`config.mk`:
```
export PLATFORM = sky130hd
export DESIGN_NAME = gfx_irq_ctrl
export DESIGN_NICKNAME = d
export VERILOG_FILES = /design/src/rtl/gic_pkg.sv /design/src/rtl/irq_status_bit.sv /design/src/rtl/irq_enable_mask.sv /design/src/rtl/spill_mem_regs.sv /design/src/rtl/gfx_irq_ctrl.sv
export SDC_FILE = /design/constraint.sdc
export NUM_CORES = 1
export LEC_CHECK = 0
export ABC_CLOCK_PERIOD_IN_PS = 1900
export BUFFER_PORTS_ARGS = -buffer_cell sky130_fd_sc_hd__buf_2
export CORE_MARGIN = 2
export CORE_UTILIZATION = 54
export CTS_CLUSTER_DIAMETER = 30
export CTS_CLUSTER_SIZE = 14
export DETAILED_ROUTE_END_ITERATION = 7
export PLACE_DENSITY_LB_ADDON = 0.3
export SYNTH_ARGS = -nofsm -noshare
export SYNTH_HDL_FRONTEND = slang
export SYNTH_SLANG_ARGS = --single-unit
```
`constraint.sdc`:
```
create_clock -name clk -period 1.9 [get_ports clk]
set_input_delay 0.095 -clock clk [delete_from_list [all_inputs] [get_ports clk]]
set_output_delay 0.095 -clock clk [all_outputs]
set_load 0.01 [all_outputs]
```
`src/rtl/gic_pkg.sv`:
```
// Shared constants for the graphics interrupt controller.
// Assumes word addressing on a 3-bit register bus.
package gic_pkg;
    localparam int NSRC      = 3;
    localparam int SRC_FRAME = 0;
    localparam int SRC_FLUSH = 1;
    localparam int SRC_SPILL = 2;

    localparam int OFS_STATUS = 0;
    localparam int OFS_EN_SET = 1;
    localparam int OFS_EN_CLR = 2;
    localparam int OFS_BASE   = 3;
    localparam int OFS_SIZE   = 4;
endpackage

```
`src/rtl/irq_status_bit.sv`:
```
// One sticky status bit with write-one-to-clear.
// Assumes set_i and clr_i are single-cycle qualified strobes; set wins.
module irq_status_bit (
    input  logic clk,
    input  logic rst_n,
    input  logic set_i,
    input  logic clr_i,
    output logic q_o
);
    // Hold state, set on event, clear on acknowledge; set has priority.
    always_ff @(posedge clk) begin
        if (!rst_n)     q_o <= 1'b0;
        else if (set_i) q_o <= 1'b1;
        else if (clr_i) q_o <= 1'b0;
    end
endmodule

```
`src/rtl/irq_enable_mask.sv`:
```
// Enable mask updated by separate write-one set and write-one clear masks.
// Assumes set and clear never arrive in the same cycle (distinct addresses).
module irq_enable_mask #(
    parameter int N = 3
) (
    input  logic         clk,
    input  logic         rst_n,
    input  logic [N-1:0] set_mask,
    input  logic [N-1:0] clr_mask,
    output logic [N-1:0] mask_o
);
    // Apply set bits then clear bits; zero bits leave the mask alone.
    always_ff @(posedge clk) begin
        if (!rst_n) mask_o <= '0;
        else        mask_o <= (mask_o | set_mask) & ~clr_mask;
    end
endmodule

```
`src/rtl/spill_mem_regs.sv`:
```
// Spill-memory base/size registers and the held shortage condition.
// Assumes a size write completes a hand-over; a request in the same cycle wins.
module spill_mem_regs #(
    parameter int DW = 32
) (
    input  logic          clk,
    input  logic          rst_n,
    input  logic          wr_base,
    input  logic          wr_size,
    input  logic [DW-1:0] wdata,
    input  logic          req_i,
    output logic [DW-1:0] base_o,
    output logic [DW-1:0] size_o,
    output logic          load_o,
    output logic          hold_o
);
    // Store base and size words when addressed.
    always_ff @(posedge clk) begin
        if (!rst_n) begin
            base_o <= '0;
            size_o <= '0;
        end else begin
            if (wr_base) base_o <= wdata;
            if (wr_size) size_o <= wdata;
        end
    end

    // One-cycle strobe accompanying a newly stored size.
    always_ff @(posedge clk) begin
        if (!rst_n) load_o <= 1'b0;
        else        load_o <= wr_size;
    end

    // Shortage latched on request, released by a size write.
    always_ff @(posedge clk) begin
        if (!rst_n)       hold_o <= 1'b0;
        else if (req_i)   hold_o <= 1'b1;
        else if (wr_size) hold_o <= 1'b0;
    end
endmodule

```
`src/rtl/gfx_irq_ctrl.sv`:
```
// Interrupt controller for a graphics engine: two latched completion
// events, one held spill-memory shortage, write-one enable/disable,
// registered read data and a registered interrupt line.
// Assumes DATA_W >= number of sources and ADDR_W >= 3.
module gfx_irq_ctrl #(
    parameter int DATA_W = 32,
    parameter int ADDR_W = 3
) (
    input  logic              clk,
    input  logic              rst_n,
    input  logic              bus_en,
    input  logic              bus_we,
    input  logic [ADDR_W-1:0] bus_addr,
    input  logic [DATA_W-1:0] bus_wdata,
    output logic [DATA_W-1:0] bus_rdata,
    input  logic              ev_frame_done,
    input  logic              ev_flush_done,
    input  logic              spill_req,
    output logic [DATA_W-1:0] spill_base,
    output logic [DATA_W-1:0] spill_size,
    output logic              spill_load,
    output logic              irq
);
    import gic_pkg::*;

    localparam int N = NSRC;

    logic          wr_stat, wr_ens, wr_enc, wr_base, wr_size, rd_req;
    logic [N-1:0]  src_set;
    logic [N-1:0]  status_q;
    logic [N-1:0]  enable_q;
    logic          spill_hold;

    // Decode the register bus into per-register strobes.
    always_comb begin
        wr_stat = bus_en && bus_we && (bus_addr == ADDR_W'(OFS_STATUS));
        wr_ens  = bus_en && bus_we && (bus_addr == ADDR_W'(OFS_EN_SET));
        wr_enc  = bus_en && bus_we && (bus_addr == ADDR_W'(OFS_EN_CLR));
        wr_base = bus_en && bus_we && (bus_addr == ADDR_W'(OFS_BASE));
        wr_size = bus_en && bus_we && (bus_addr == ADDR_W'(OFS_SIZE));
        rd_req  = bus_en && !bus_we;
    end

    // Gather the set sources in status bit order.
    always_comb begin
        src_set            = '0;
        src_set[SRC_FRAME] = ev_frame_done;
        src_set[SRC_FLUSH] = ev_flush_done;
        src_set[SRC_SPILL] = spill_hold;
    end

    // One sticky status cell per source.
    for (genvar i = 0; i < N; i++) begin : g_stat
        irq_status_bit u_bit (
            .clk   (clk),
            .rst_n (rst_n),
            .set_i (src_set[i]),
            .clr_i (wr_stat && bus_wdata[i]),
            .q_o   (status_q[i])
        );
    end

    irq_enable_mask #(.N(N)) u_en (
        .clk      (clk),
        .rst_n    (rst_n),
        .set_mask (wr_ens ? bus_wdata[N-1:0] : '0),
        .clr_mask (wr_enc ? bus_wdata[N-1:0] : '0),
        .mask_o   (enable_q)
    );

    spill_mem_regs #(.DW(DATA_W)) u_spill (
        .clk     (clk),
        .rst_n   (rst_n),
        .wr_base (wr_base),
        .wr_size (wr_size),
        .wdata   (bus_wdata),
        .req_i   (spill_req),
        .base_o  (spill_base),
        .size_o  (spill_size),
        .load_o  (spill_load),
        .hold_o  (spill_hold)
    );

    // Registered read mux; unmapped addresses return zero.
    always_ff @(posedge clk) begin
        if (!rst_n) begin
            bus_rdata <= '0;
        end else if (rd_req) begin
            case (bus_addr)
                ADDR_W'(OFS_STATUS): bus_rdata <= DATA_W'(status_q);
                ADDR_W'(OFS_EN_SET),
                ADDR_W'(OFS_EN_CLR): bus_rdata <= DATA_W'(enable_q);
                ADDR_W'(OFS_BASE):   bus_rdata <= spill_base;
                ADDR_W'(OFS_SIZE):   bus_rdata <= spill_size;
                default:             bus_rdata <= '0;
            endcase
        end
    end

    // Registered interrupt request from enabled pending bits.
    always_ff @(posedge clk) begin
        if (!rst_n) irq <= 1'b0;
        else        irq <= |(status_q & enable_q);
    end
endmodule

```
Word level (Yosys, flattened, before mapping)
Cells that the tools add are included.

Bitwise logic cells: 4. Eq/ne operators: 4. Muxes and demuxes: 11. Reduce and logical (&&, ||, !) cells: 18.

Operators by type and width (count): one-hot mux 32 bit (4 select lines) (1); logical AND 1 bit (10); 2-to-1 mux 1 bit (8); nonzero test 2 bit (4); AND 3 bit (2); equality test 3 x 2 -> 1 bit, second input constant (2); 2-to-1 mux 3 bit (2); equality test 3 x 1 -> 1 bit, second input constant (1); equality test 3 bit, second input constant (1); zero test 3 bit (1); NOT 3 bit (1); bitwise OR 3 bit (1); OR reduction 3 bit (1); OR reduction 2 bit (1); zero test 1 bit (1).

Output and inout bits: 98. Word-level logic and storage cells: 47. Register bits: 105. Bits of input ports: 42.

Logic depth before layout (Yosys ltp)
Gate-level depths: netlist (run 1).

Depth in word-level cells: 5. Mapped depth: 7. Mapped depth without buffers: 3.

By module
Synthesis (run 1) repeated with hierarchy kept, for this count alone.

Cells, all modules: 385. Area total of the unflattened synthesis: 4315.4 µm².

By module, submodules not included: spill_mem_regs (times used 1, area an instance 2544.9 µm², seq. area each 1321.3 µm², cells each 212); gfx_irq_ctrl (times used 1, area an instance 1537.7 µm², seq. area each 660.6 µm², cells each 155); irq_status_bit (times used 3, area an instance 41.3 µm², seq. area each 20.0 µm², cells each 3); irq_enable_mask (times used 1, area an instance 108.9 µm², seq. area each 60.1 µm², cells each 9).

Worst setup path after synthesis (run 1)
OpenSTA, ideal clock, no wires.

Kind: input to register. Start point: input port bus_addr[0]. End point: register u_spill.base_o[24]. Setup time: 0.119 ns. Data required time: 1.781 ns. Data arrival time: 1.041 ns. Slack: 0.740 ns. Stages: 7. Buffers on the path: 4. Path through: buf_6 and4b_1 buf_6 and2_4 buf_6 buf_6 mux2i_1.

Longest elaborated chain between the ends: 2.

Ends and longest elaborated chain: start: declaration (line gfx_irq_ctrl.sv:13) `input logic [ADDR_W-1:0] bus_addr,`; equality test 3 x 2 -> 1 bit (line gfx_irq_ctrl.sv:39) `wr_base = bus_en && bus_we && (bus_addr == ADDR_W'(OFS_BASE));`; logical AND 1 bit (line gfx_irq_ctrl.sv:39); end signal: assignment (line spill_mem_regs.sv:23) `if (wr_base) base_o <= wdata;`; end: declaration (line spill_mem_regs.sv:12) `output logic [DW-1:0] base_o,`.

Every way passes these cells. A chain may end at the register's enable or synchronous reset.

Final worst setup path (run 1)
Start point: input port bus_addr[1]. End point: register u_spill.size_o[11].

Longest elaborated chain between the ends: 2.

Ends and longest elaborated chain: equality test 3 bit (line gfx_irq_ctrl.sv:40) `wr_size = bus_en && bus_we && (bus_addr == ADDR_W'(OFS_SIZE));`; logical AND 1 bit (line gfx_irq_ctrl.sv:40); end signal: assignment (line spill_mem_regs.sv:24) `if (wr_size) size_o <= wdata;`; end: declaration (line spill_mem_regs.sv:13) `output logic [DW-1:0] size_o,`.

Every way passes these cells.

==> key figures, run 1 <==
Outcome
  – Run status: complete, no violations

Critical path
  – Max FO, Critical Path: 15
  – Critical path required time: 2130 ps
  – Reg2Reg Depth: 3
  – R2R Path End: bus_rdata[1]
  – Reg2reg start: g_stat[1].u_bit.q_o
  – Startpoint types: primary input
  – Critical path arrival: ~1500 ps
  – R2R Setup Slk: 830 ps
  – Crit. End Element: flop
  – Setup Crit Path Kind: primary input to flop

Finish
  – Final Cell Area: 5540 um^2
  – Synth-to-layout area growth: 30.5%
  – Commonest non-fill, non-tap cell in the layout: buf_2
  – Nets: between 600 and 700
  – Most frequent cells in the layout: buf_2 (139), dfxtp_1 (105), nand2_1 (65)
  – Layout cells sized above 1: 0.290
  – Final non-filler cell total: around 720
  – N_diodes: 0

Detailed routing
  – DR iter-0 viols: roughly 320
  – Total Wirelength: between 10 and 15 mm
  – Via count: approximately 4,200
  – Post-DR wirelength/cell: 17.4 um
  – Detail Route Antenna Nets: 0
  – DR pass1 iterations: 5
  – DR vias/cell: between 5 and 6
  – DRC: 0

Floorplan
  – Die Area: between 8000 and 9000 um^2
  – Die span in y: ~90 um
  – # rows: 32
  – Die X-Extent: roughly 93 um
  – Total I/O pin count: 140
  – Core area: between 7000 and 8000 um^2
  – Starting Density: 0.552

Yosys
  – Ys async rst share: 0
  – Sequential share of the synthesized area: 0.495
  – Syn_nets: approximately 500
  – Area share of the largest cell type after synthesis: 0.495
  – Mapped Cells: 459
  – Synth top area cells: dfxtp_1 (49%), mux2i_1 (6.8%), o2bb2ai_1 (6.0%), nand2_1 (5.7%), a22oi_1 (5.7%)
  – Synth warn: 0
  – Yosys reg bits: between 100 and 150
  – Main synth FF type: dfxtp_1
  – Yosys cell types: 35
  – Post-synth top area cell: dfxtp_1
  – Syn_area_per_cell: 9.25 um^2
  – Post-synth EDFFs: 0
  – Synth Cell Area: about 4200 um^2

CTS
  – Clock Sinks: ~110
  – CTS tree: built
  – CTS Buf Count: 9
  – Clock-pin slew on the worst setup and hold paths: about 100 ps
  – Clock Path Buffers: 2
  – Worst skew pair latency: 370 ps
  – PostCTS Resize Cnt: 0
  – Root buf cell: clkbuf_8
  – Max H-tree Level: 3

STA
  – Clk_skew: between 7 and 8 ps
  – RSZ-0062 raised after global routing: false
  – Max Slew Vio Count: 0
  – Worst-Margin Slew: 683 ps
  – Final number of hold-violating endpoints: 0
  – Post-Route Setup TNS: 0 ps
  – Final period util: 0.670
  – Final worst setup slack: between 600 and 700 ps
  – Slew Limit Headroom: 0.545
  – Min Tclk post-route: 1270 ps
  – Setup-failing EPs final: 0
  – Max Clk Rate: 0.785 GHz

Global route
  – Initial antenna violation count: 1
  – Vias in the first global route: between 4,000 and 5,000
  – Tot GR Track Use: 0.295
  – Global-route wire length before repair: about 20 mm
  – Largest net degree at the start of global routing: 71
  – Global route total overflow: 0

Run
  – Max Cap Viol: 0

Power
  – Overall power: ~4.1 mW
  – Power Density: ~730 nW/um^2
  – Leak: 2.28 nW
  – Peak supply drop: around 0.45 mV

Placed design
  – Detail Placement HPWL: between 8 and 9 mm
  – Cell Count Post-Placement: roughly 670
  – Placed Area: approximately 5000 um^2
  – Port buffer count: ~140
  – Setup WS pre-CTS: around 340 ps
  – GP Congestion: 0.883

Min path
  – Hold Path End: u_en.mask_o[2]
  – Hold Path Class: primary input to flop
  – Worst hold stages: 2
  – HP Start: bus_wdata[2]
-- cell families (layout without fill, tap and decap cells) --
group / after synthesis / after routing / synth area share
simple gates: 115 / 115 / 0.124
xor+xnor: 1 / 1 / 0.00206
flops: 105 / 105 / 0.495
buf+inv: 53 / 214 / 0.0657
mux: 32 / 32 / 0.0763
compound gates: 153 / 153 / 0.237
-- worst max-delay path: stages --
cell       delay [ps]
buf_2             210
nand4bb_1         520
buf_4             350
o21ai_0           210
a21oi_1           110
-- cells in the mapped netlist, types with 4 or more instances --
library cell	instances
o21ai_0	37
nand3_1	33
dfxtp_1	105
nand2_1	65
buf_6	4
a21oi_1	36
o2bb2ai_1	29
inv_1	6
buf_2	14
clkbuf_1	25
a22oi_1	32
mux2i_1	29
-- how the worst max path moves through the flow --
stage | from | end | slack (ps) | cells past startpoint
2_1_floorplan | bus_addr[0] | u_spill.base_o[24] | 740 | 7
3_3_place_gp | bus_addr[1] | u_spill.size_o[3] | 420 | 5
3_5_place_dp | bus_addr[1] | u_spill.size_o[4] | 340 | 5
4_1_cts | bus_addr[1] | u_spill.size_o[11] | 690 | 5
5_1_grt | bus_addr[1] | u_spill.size_o[11] | 560 | 5
6_report | bus_addr[1] | u_spill.size_o[11] | 630 | 5
-- layout make-up --
| type | instances | area [um^2] |
|---|---|---|
| fillers | 591 | 2140 |
| flip-flops and latches | 105 | 2100 |
| multi-input cells | 301 | 1890 |
| repair buffers | 191 | 1200 |
| well taps | 102 | 128 |
| clock buffers | 9 | 124 |
| clock inverters | 7 | 78.8 |
| inverters | 7 | 26.3 |
-- sequential cells by signal, summed over array words and instances, names as in the netlist --
signal            flops
bus_rdata            32
g_stat.u_bit.q_o      3
irq                   1
u_en.mask_o           3
u_spill.base_o       32
u_spill.hold_o        1
u_spill.load_o        1
u_spill.size_o       32
-- report_power, final --
group | total, mW | internal [mW] | switching, mW
registers | 2.25 | 2.22 | 0.0204
logic | 0.381 | 0.157 | 0.224
clock network | 1.43 | 0.624 | 0.802
-- per-stage QoR --
step | hold slack, ps | utilization
final | 24.5 | 0.721
after global routing | 12.9 | 0.721
after CTS | 11.5 | 0.721
after detailed placement | 305 | 0.650
after global placement | 311 | 0.650
after floorplan | 203 | -
-- per-layer routing --
layer | part of all wire | vias to the layer above | track usage | wire, um
li1 | - | 1978 | - | -
met1 | 0.40 | 2016 | 0.387 | 5070
met2 | 0.49 | 215 | 0.491 | 6180
met3 | 0.090 | 20 | 0.0602 | 1130
met4 | 0.013 | 2 | 0.0931 | 160
met5 | 0.00096 | - | 0 | 12
-- what timing repair did --
item | in CTS | in global routing
hold buffers | 34 | 0
setup buffers | 0 | 0
hold endpoints to repair | 57 | 0
No activity file was read; power rests on OpenSTA's default activity.
==> run 2: changes to the inputs <==
Settings changed: ABC_AREA from default to 1, ABC_CLOCK_PERIOD_IN_PS 1900 to 1100, CORE_UTILIZATION 54 to 45.
Clock period 1.9 ns to 1.1 ns, I/O delays scaled along.
==> run 2 against run 1 <==
Against the previous run:
- register-to-register slack lost 660 ps
- power grew 71%
- worst setup slack lost 500 ps
- cell area is the same
- count of clock-buffer cells in the layout grew 1
- core utilization shrank 9.2 points
- clock skew grew 5.3 ps
- sequential cell count is the same
- sequential power grew 74%
- critical path type is now flop to output port
- critical endpoint is now spill_base[0]
- largest power group unchanged
==> key figures, run 2 <==
Outcome
  – Run status: complete, no violations (unchanged)

Power
  – Power Density: 1250 nW/um^2 (was 731 nW/um^2)
  – Psw: 1.84 mW (was 1.05 mW)
  – Part of the power in registers: 0.564 (was 0.554)
  – Combinational share of power: 0.102 (was 0.094)
  – Switching share of power: 0.265 (was 0.258)
  – Internal power: 5.09 mW (was 3.01 mW)
  – Peak supply drop: 0.723 mV (was 0.447 mV)
  – Leak: 2.38 nW (was 2.28 nW)
  – Clock power share: 0.334 (was 0.352)

STA
  – Worst-Margin Slew: 273 ps (was 683 ps)
  – Slew Limit Headroom: 0.818 (was 0.545)
  – Final period util: 0.889
  – Max Clk Rate: between 1 and 1.5 GHz
  – Post-Route Setup TNS: 0 ps (unchanged)
  – Clk_skew: 12.8 ps (was 7.50 ps)
  – RSZ-0062 raised after global routing: false (unchanged)
  – Setup-failing EPs final: 0 (unchanged)
  – Min Tclk post-route: 978 ps
  – Final Hold Slack: 3.07 ps (was 24.5 ps)
  – Final number of hold-violating endpoints: 0 (unchanged)
  – Max Slew Vio Count: 0 (unchanged)
  – Final worst setup slack: 122 ps (was 626 ps)

Finish
  – Most frequent cells in the layout: buf_2 (139), dfxtp_1 (105), a21oi_1 (100) (was buf_2 (139), dfxtp_1 (105), nand2_1 (65))
  – Commonest non-fill, non-tap cell in the layout: buf_2 (unchanged)
  – Final non-filler cell total: 814 (was 722)
  – Nets: 743 (was 657)
  – N_diodes: 0 (unchanged)
  – Fillers: 796 (was 591)
  – Top Registers: bus_rdata: 32 flops, u_spill.base_o: 32 flops, u_spill.size_o: 32 flops (unchanged)
  – Layout cells sized above 1: 0.283 (was 0.290)
  – Synth-to-layout area growth: 34.9% (was 30.5%)

Global route
  – Global route total overflow: 0 (unchanged)
  – Initial antenna violation count: 0 (was 1)
  – Global-route wire length before repair: 18.9 mm (was 20.3 mm)
  – Vias in the first global route: 3,940 (was 4,072)
  – Tot GR Track Use: 0.236 (was 0.295)
  – Largest net degree at the start of global routing: 45 (was 71)

Placed design
  – Port buffer count: 139 (unchanged)
  – Setup WS pre-CTS: 9.18 ps (was 339 ps)
  – GP Congestion: 0.842 (was 0.883)
  – Detail Placement HPWL: 8.16 mm (was 8.21 mm)
  – Cell Count Post-Placement: 764 (was 672)

CTS
  – Root buf cell: clkbuf_8 (unchanged)
  – CTS tree: built (unchanged)
  – Post-CTS Setup Repair Bufs: 0 (unchanged)
  – Worst skew pair latency: 370 ps (about the same)
  – Hold-fix buffers, CTS: 34 (unchanged)
  – Clock Sinks: 105 (unchanged)
  – Clock Path Buffers: 2 (unchanged)
  – Clock-pin slew on the worst setup and hold paths: 110 ps (was 100 ps)
  – CTS Buf Count: 9 (unchanged)
  – Max H-tree Level: 3 (unchanged)
  – PostCTS Resize Cnt: 0 (unchanged)

Critical path
  – R2R Setup Slk: 170 ps (was 830 ps)
  – Crit path max-delay cell type: dfxtp_1 (was nand4bb_1)
  – Max FO, Critical Path: 3 (was 15)
  – Critical path required time: 1040 ps (was 2130 ps)
  – CP top delay family: flip-flops (was buffers and inverters)
  – Setup Crit Path Kind: flop to output port (was primary input to flop)
  – Buf/Inv on CP: 1 (was 2)
  – Crit-path cells: buf_2 (was buf_2 -> nand4bb_1 -> buf_4 -> o21ai_0 -> a21oi_1)
  – Crit. End Element: output port (was flop)
  – CP max stage delay: 400 ps (was 520 ps)
  – Startpoint types: flop (was primary input)
  – Critical path arrival: 920 ps (was 1510 ps)

Yosys
  – Synth warn: 0 (unchanged)
  – Post-synth top area cell: dfxtp_1 (unchanged)
  – Post-synth EDFFs: 0 (unchanged)
  – Synth Cell Area: 4110 um^2 (was 4250 um^2)
  – Sequential share of the synthesized area: 0.511 (was 0.495)
  – Most frequent cell after synthesis: dfxtp_1 (unchanged)
  – Syn_nets: 567 (was 501)
  – Post-synth top cells: dfxtp_1 (105), a21oi_1 (100), nand2_1 (86) (was dfxtp_1 (105), nand2_1 (65), o21ai_0 (37))
  – Yosys cell types: 22 (was 35)
  – Main synth FF type: dfxtp_1 (unchanged)
  – Syn_area_per_cell: 7.83 um^2 (was 9.25 um^2)
  – Synth top area cells: dfxtp_1 (51%), a21oi_1 (12%), nand2_1 (7.9%), o21ai_1 (6.9%), inv_1 (6.0%) (was dfxtp_1 (49%), mux2i_1 (6.8%), o2bb2ai_1 (6.0%), nand2_1 (5.7%), a22oi_1 (5.7%))
  – Yosys reg bits: 105 (unchanged)
  – Area share of the largest cell type after synthesis: 0.511 (was 0.495)
  – Mapped Cells: 525 (was 459)
  – Ys async rst share: 0 (unchanged)

Floorplan
  – Die Area: 9910 um^2 (was 8590 um^2)
  – # rows: 34 (was 32)
  – Total I/O pin count: 140 (unchanged)
  – Die span in y: 99.6 um (was 92.7 um)
  – Die X-Extent: 99.6 um (was 92.7 um)
  – Starting Density: 0.467 (was 0.552)
  – Core area: 8810 um^2 (was 7690 um^2)

Detailed routing
  – DRC: 0 (unchanged)
  – Total Wirelength: 11.9 mm (was 12.6 mm)
  – DR vias/cell: 5.08 (was 5.86)
  – Via count: 4,138 (was 4,231)
  – Detail Route Antenna Nets: 0 (unchanged)
  – DR pass1 iterations: 5 (unchanged)
  – DR iter-0 viols: 160 (was 324)
  – Post-DR wirelength/cell: 14.6 um (was 17.4 um)

Run
  – Max Cap Viol: 0 (unchanged)

Min path
  – Hold Path Class: primary input to flop (unchanged)
[run 2: cell count changes after synthesis, sizes merged, moves of 8 or more]
| cell | previous run | this run |
|---|---|---|
| nor2 | 3 | 18 |
| clkbuf | 25 | 17 |
| a22oi | 32 | 0 |
| o21ai | 40 | 61 |
| o2bb2ai | 29 | 0 |
| nand2 | 65 | 88 |
| inv | 6 | 69 |
| nand3 | 33 | 13 |
| o22ai | 0 | 29 |
| a21oi | 36 | 100 |
| mux2i | 29 | 0 |
[run 2: tightest hold or removal path, delay by kind of cell]
kind | cells | cell delay (ps)
AOI/OAI and AO/OA | 2 | 170
buffers and inverters | 1 | 100
[run 2: per-stage QoR]
stage | area (um^2) | power (mW) | utilization
final | 5540 | 6.93 | 0.629
after global placement | 5020 | 4.59 | 0.570
after detailed placement | 5020 | 4.60 | 0.570
after CTS | 5540 | 6.97 | 0.629
after floorplan | 4110 | 4.31 | -
after global routing | 5540 | 7.19 | 0.629
[run 2: kinds of logic after synthesis]
family,Yosys count,share of synthesized area
AO/OA/AOI/OAI,193,0.261
AND/OR/NAND/NOR,122,0.120
flip-flops,105,0.511
buffers and inverters,105,0.107
[run 2: metal layers]
layer / up-vias / global-route usage / part of all wire / routed length (um)
li1: 2092 / - / - / -
met1: 1898 / 0.302 / 0.44 / 5220
met2: 133 / 0.406 / 0.49 / 5840
met3: 15 / 0.0422 / 0.057 / 682
met4: 0 / 0.0706 / 0.012 / 138
met5: - / 0 / 0 / 0
[run 2: power groups by stage]
| stage | Clock [mW] | Combinational [mW] | Sequential (mW) |
|---|---|---|---|
| detailed placement | 0 | 0.607 | 3.99 |
| global route | 2.51 | 0.771 | 3.92 |
| CTS | 2.36 | 0.703 | 3.91 |
| floorplan | 0 | 0.292 | 4.01 |
| finish | 2.31 | 0.708 | 3.91 |
| global placement | 0 | 0.596 | 3.99 |
[run 2: layout make-up]
class	instances	area, um^2	share of cell area
flip-flops and latches	105	2100	0.379
multi-input cells	315	1570	0.283
repair buffers	200	1290	0.233
inverters	70	263	0.0474
clock buffers	10	138	0.0248
well taps	108	135	0.0244
clock inverters	6	47.5	0.00858
[run 2: final timing paths]
path                          start            endpoint  cells after the start
setup / recovery  u_spill.base_o[0]       spill_base[0]                      1
setup reg to reg  u_spill.base_o[0]        bus_rdata[0]                      6
hold reg to reg       bus_rdata[19]       bus_rdata[19]                      2
hold / removal        bus_wdata[15]  u_spill.size_o[15]                      3
==> run 3: changes to the inputs <==
Settings changed: CORE_ASPECT_RATIO from default to 0.8, CTS_CLUSTER_DIAMETER 30 to default.
==> run 3 against run 2 <==
Against the previous run:
- count of clock-buffer cells in the layout increased by 1
- combinational power shrank 7.8%
- non-clock buffer count down 20
- die area hardly changed
- cell count down 1.6%
- sequential power barely moved
- cell area shrank 0.97%
- worst setup slack better by 45 ps
- core utilization down 1.7 points
- register-to-register slack gained 30 ps
- largest cell class unchanged
- via count shrank 2.2%
==> key figures, run 3 (synthesis results as in run 2) <==
Outcome
  – Run status: complete, no violations (unchanged)

Power
  – Overall power: 7.79 mW (was 6.93 mW)
  – Part of the power in registers: 0.501 (was 0.564)
  – Switching share of power: 0.233 (was 0.265)
  – Clock power share: 0.415 (was 0.334)
  – Peak supply drop: 1.00 mV (was 0.723 mV)
  – Power Density: 1420 nW/um^2 (was 1250 nW/um^2)
  – Internal power: 5.98 mW (was 5.09 mW)
  – Leak: 2.35 nW (was 2.38 nW)
  – Combinational share of power: 0.084 (was 0.102)
  – Psw: 1.82 mW (was 1.84 mW)

Min path
  – Hold Path End: u_spill.base_o[17] (was u_spill.size_o[15])
  – Hold Path Class: primary input to flop (unchanged)
  – HP Start: bus_wdata[17] (was bus_wdata[15])
  – Worst hold stages: 3 (unchanged)

STA
  – Setup-failing EPs final: 0 (unchanged)
  – Slew Limit Headroom: 0.823 (was 0.818)
  – Min Tclk post-route: 933 ps (was 978 ps)
  – Final Hold Slack: 4.90 ps (was 3.07 ps)
  – Final number of hold-violating endpoints: 0 (unchanged)
  – Clk_skew: 6.68 ps (was 12.8 ps)
  – Max Clk Rate: 1.07 GHz (was 1.02 GHz)
  – Max Slew Vio Count: 0 (unchanged)
  – RSZ-0062 raised after global routing: false (unchanged)
  – Final period util: 0.848 (was 0.889)
  – Worst-Margin Slew: 265 ps (was 273 ps)
  – Final worst setup slack: 167 ps (was 122 ps)

Critical path
  – CP Depth: 1 (unchanged)
  – CP max stage delay: 390 ps (was 400 ps)
  – Reg2Reg Depth: 6 (unchanged)
  – R2R Path End: bus_rdata[2] (was bus_rdata[0])
  – Startpoint types: flop (unchanged)
  – Setup Crit Path Kind: flop to output port (unchanged)
  – Buf/Inv on CP: 1 (unchanged)
  – Crit path max-delay cell type: dfxtp_1 (unchanged)
  – Crit-path cells: buf_2 (unchanged)
  – Critical path arrival: 880 ps (was 920 ps)
  – Critical path required time: 1040 ps (about the same)
  – Reg2reg start: u_spill.size_o[2] (was u_spill.base_o[0])
  – Max FO, Critical Path: 3 (unchanged)
  – R2R Setup Slk: 200 ps (was 170 ps)
  – CP top delay family: flip-flops (unchanged)
  – Crit. End Element: output port (unchanged)

Finish
  – N_diodes: 0 (unchanged)
  – Synth-to-layout area growth: 33.5% (was 34.9%)
  – Top Registers: bus_rdata: 32 flops, u_spill.base_o: 32 flops, u_spill.size_o: 32 flops (unchanged)
  – Final Core Density: 0.613 (was 0.629)
  – Layout cells sized above 1: 0.287 (was 0.283)
  – Final non-filler cell total: 801 (was 814)
  – Commonest non-fill, non-tap cell in the layout: buf_2 (unchanged)
  – Most frequent cells in the layout: buf_2 (139), dfxtp_1 (105), a21oi_1 (100) (unchanged)
  – Nets: 723 (was 743)

CTS
  – Worst skew pair latency: 330 ps (was 370 ps)
  – CTS tree: built (unchanged)
  – Max H-tree Level: 3 (unchanged)
  – Clock Sinks: 105 (unchanged)
  – Post-CTS Setup Repair Bufs: 0 (unchanged)
  – Clock-pin slew on the worst setup and hold paths: 70 ps (was 110 ps)
  – Root buf cell: clkbuf_16 (was clkbuf_8)
  – CTS Buf Count: 9 (unchanged)
  – Clock Path Buffers: 2 (unchanged)

Floorplan
  – Die Area: 9920 um^2 (was 9910 um^2)
  – Die X-Extent: 111 um (was 99.6 um)
  – Die span in y: 89.5 um (was 99.6 um)
  – Total I/O pin count: 140 (unchanged)
  – # rows: 31 (was 34)
  – Starting Density: 0.459 (was 0.467)
  – Core area: 8960 um^2 (was 8810 um^2)

Placed design
  – Detail Placement HPWL: 7.91 mm (was 8.16 mm)
  – Setup WS pre-CTS: -9.40 ps (was 9.18 ps)
  – Port buffer count: 139 (unchanged)
  – Cell Count Post-Placement: 769 (was 764)
  – GP Congestion: 0.910 (was 0.842)

Detailed routing
  – Post-DR wirelength/cell: 14.0 um (was 14.6 um)
  – DR iter-0 viols: 206 (was 160)
  – Detail Route Antenna Nets: 0 (unchanged)
  – DR vias/cell: 5.05 (was 5.08)
  – Total Wirelength: 11.2 mm (was 11.9 mm)
  – Via count: 4,048 (was 4,138)
  – DRC: 0 (unchanged)
  – DR pass1 iterations: 4 (was 5)

Global route
  – Largest net degree at the start of global routing: 49 (was 45)
  – Initial antenna violation count: 0 (unchanged)
  – Global route total overflow: 0 (unchanged)
  – Tot GR Track Use: 0.219 (was 0.236)
  – Global-route wire length before repair: 17.4 mm (was 18.9 mm)
  – Vias in the first global route: 3,579 (was 3,940)

Run
  – Max Cap Viol: 0 (unchanged)
## run 3: worst max path at each step
stage | slack, ps | to | from
6_report | 170 | spill_size[2] | u_spill.size_o[2]
5_1_grt | 110 | bus_rdata[2] | u_spill.size_o[2]
4_1_cts | 170 | spill_size[2] | u_spill.size_o[2]
3_5_place_dp | -9 | u_spill.base_o[24] | bus_we
3_3_place_gp | 40 | g_stat[2].u_bit.q_o | bus_addr[1]
2_1_floorplan | 140 | u_spill.hold_o | bus_addr[1]
## run 3: power groups by stage
stage          clock network [mW]  logic (mW)  registers, mW
6_report                     3.23       0.653           3.91
5_1_grt                      3.49       0.717           3.91
4_1_cts                      3.30       0.651           3.90
3_5_place_dp                    0       0.606           3.99
3_3_place_gp                    0       0.595           3.99
2_1_floorplan                   0       0.292           4.01
## run 3: metal layers
layer | global-route usage | vias to the layer above | part of all wire
met1 | 0.282 | 1856 | 0.45
li1 | - | 2056 | -
met5 | 0 | - | 0
met3 | 0.0556 | 13 | 0.059
met4 | 0.0659 | 0 | 0.011
met2 | 0.368 | 123 | 0.48
## run 3: layout make-up
type	count	area (um^2)
fillers	809	3470
flip-flops and latches	105	2100
multi-input cells	315	1570
repair buffers	180	1110
inverters	70	263
clock buffers	11	243
well taps	115	144
clock inverters	5	62.6
## run 3: timing repair
item / CTS / global route
hold endpoints to repair: 19 / 0
hold buffers: 16 / 0
gates resized for setup: 0 / 0
## run 3: worst register-to-register path, stage by stage, from the launching register on
cell and delay, ps:
dfxtp_1 390, nand3_1 100, nand2_1 70, inv_1 40
nand3_1 60, nand2_1 60, a21oi_1 120
## run 3: per-stage QoR
stage	TNS, ps	area (um^2)
after floorplan	0	4110
after global placement	0	5020
after detailed placement	-25.4	5020
after CTS	0	5490
after global routing	0	5490
final	0	5490
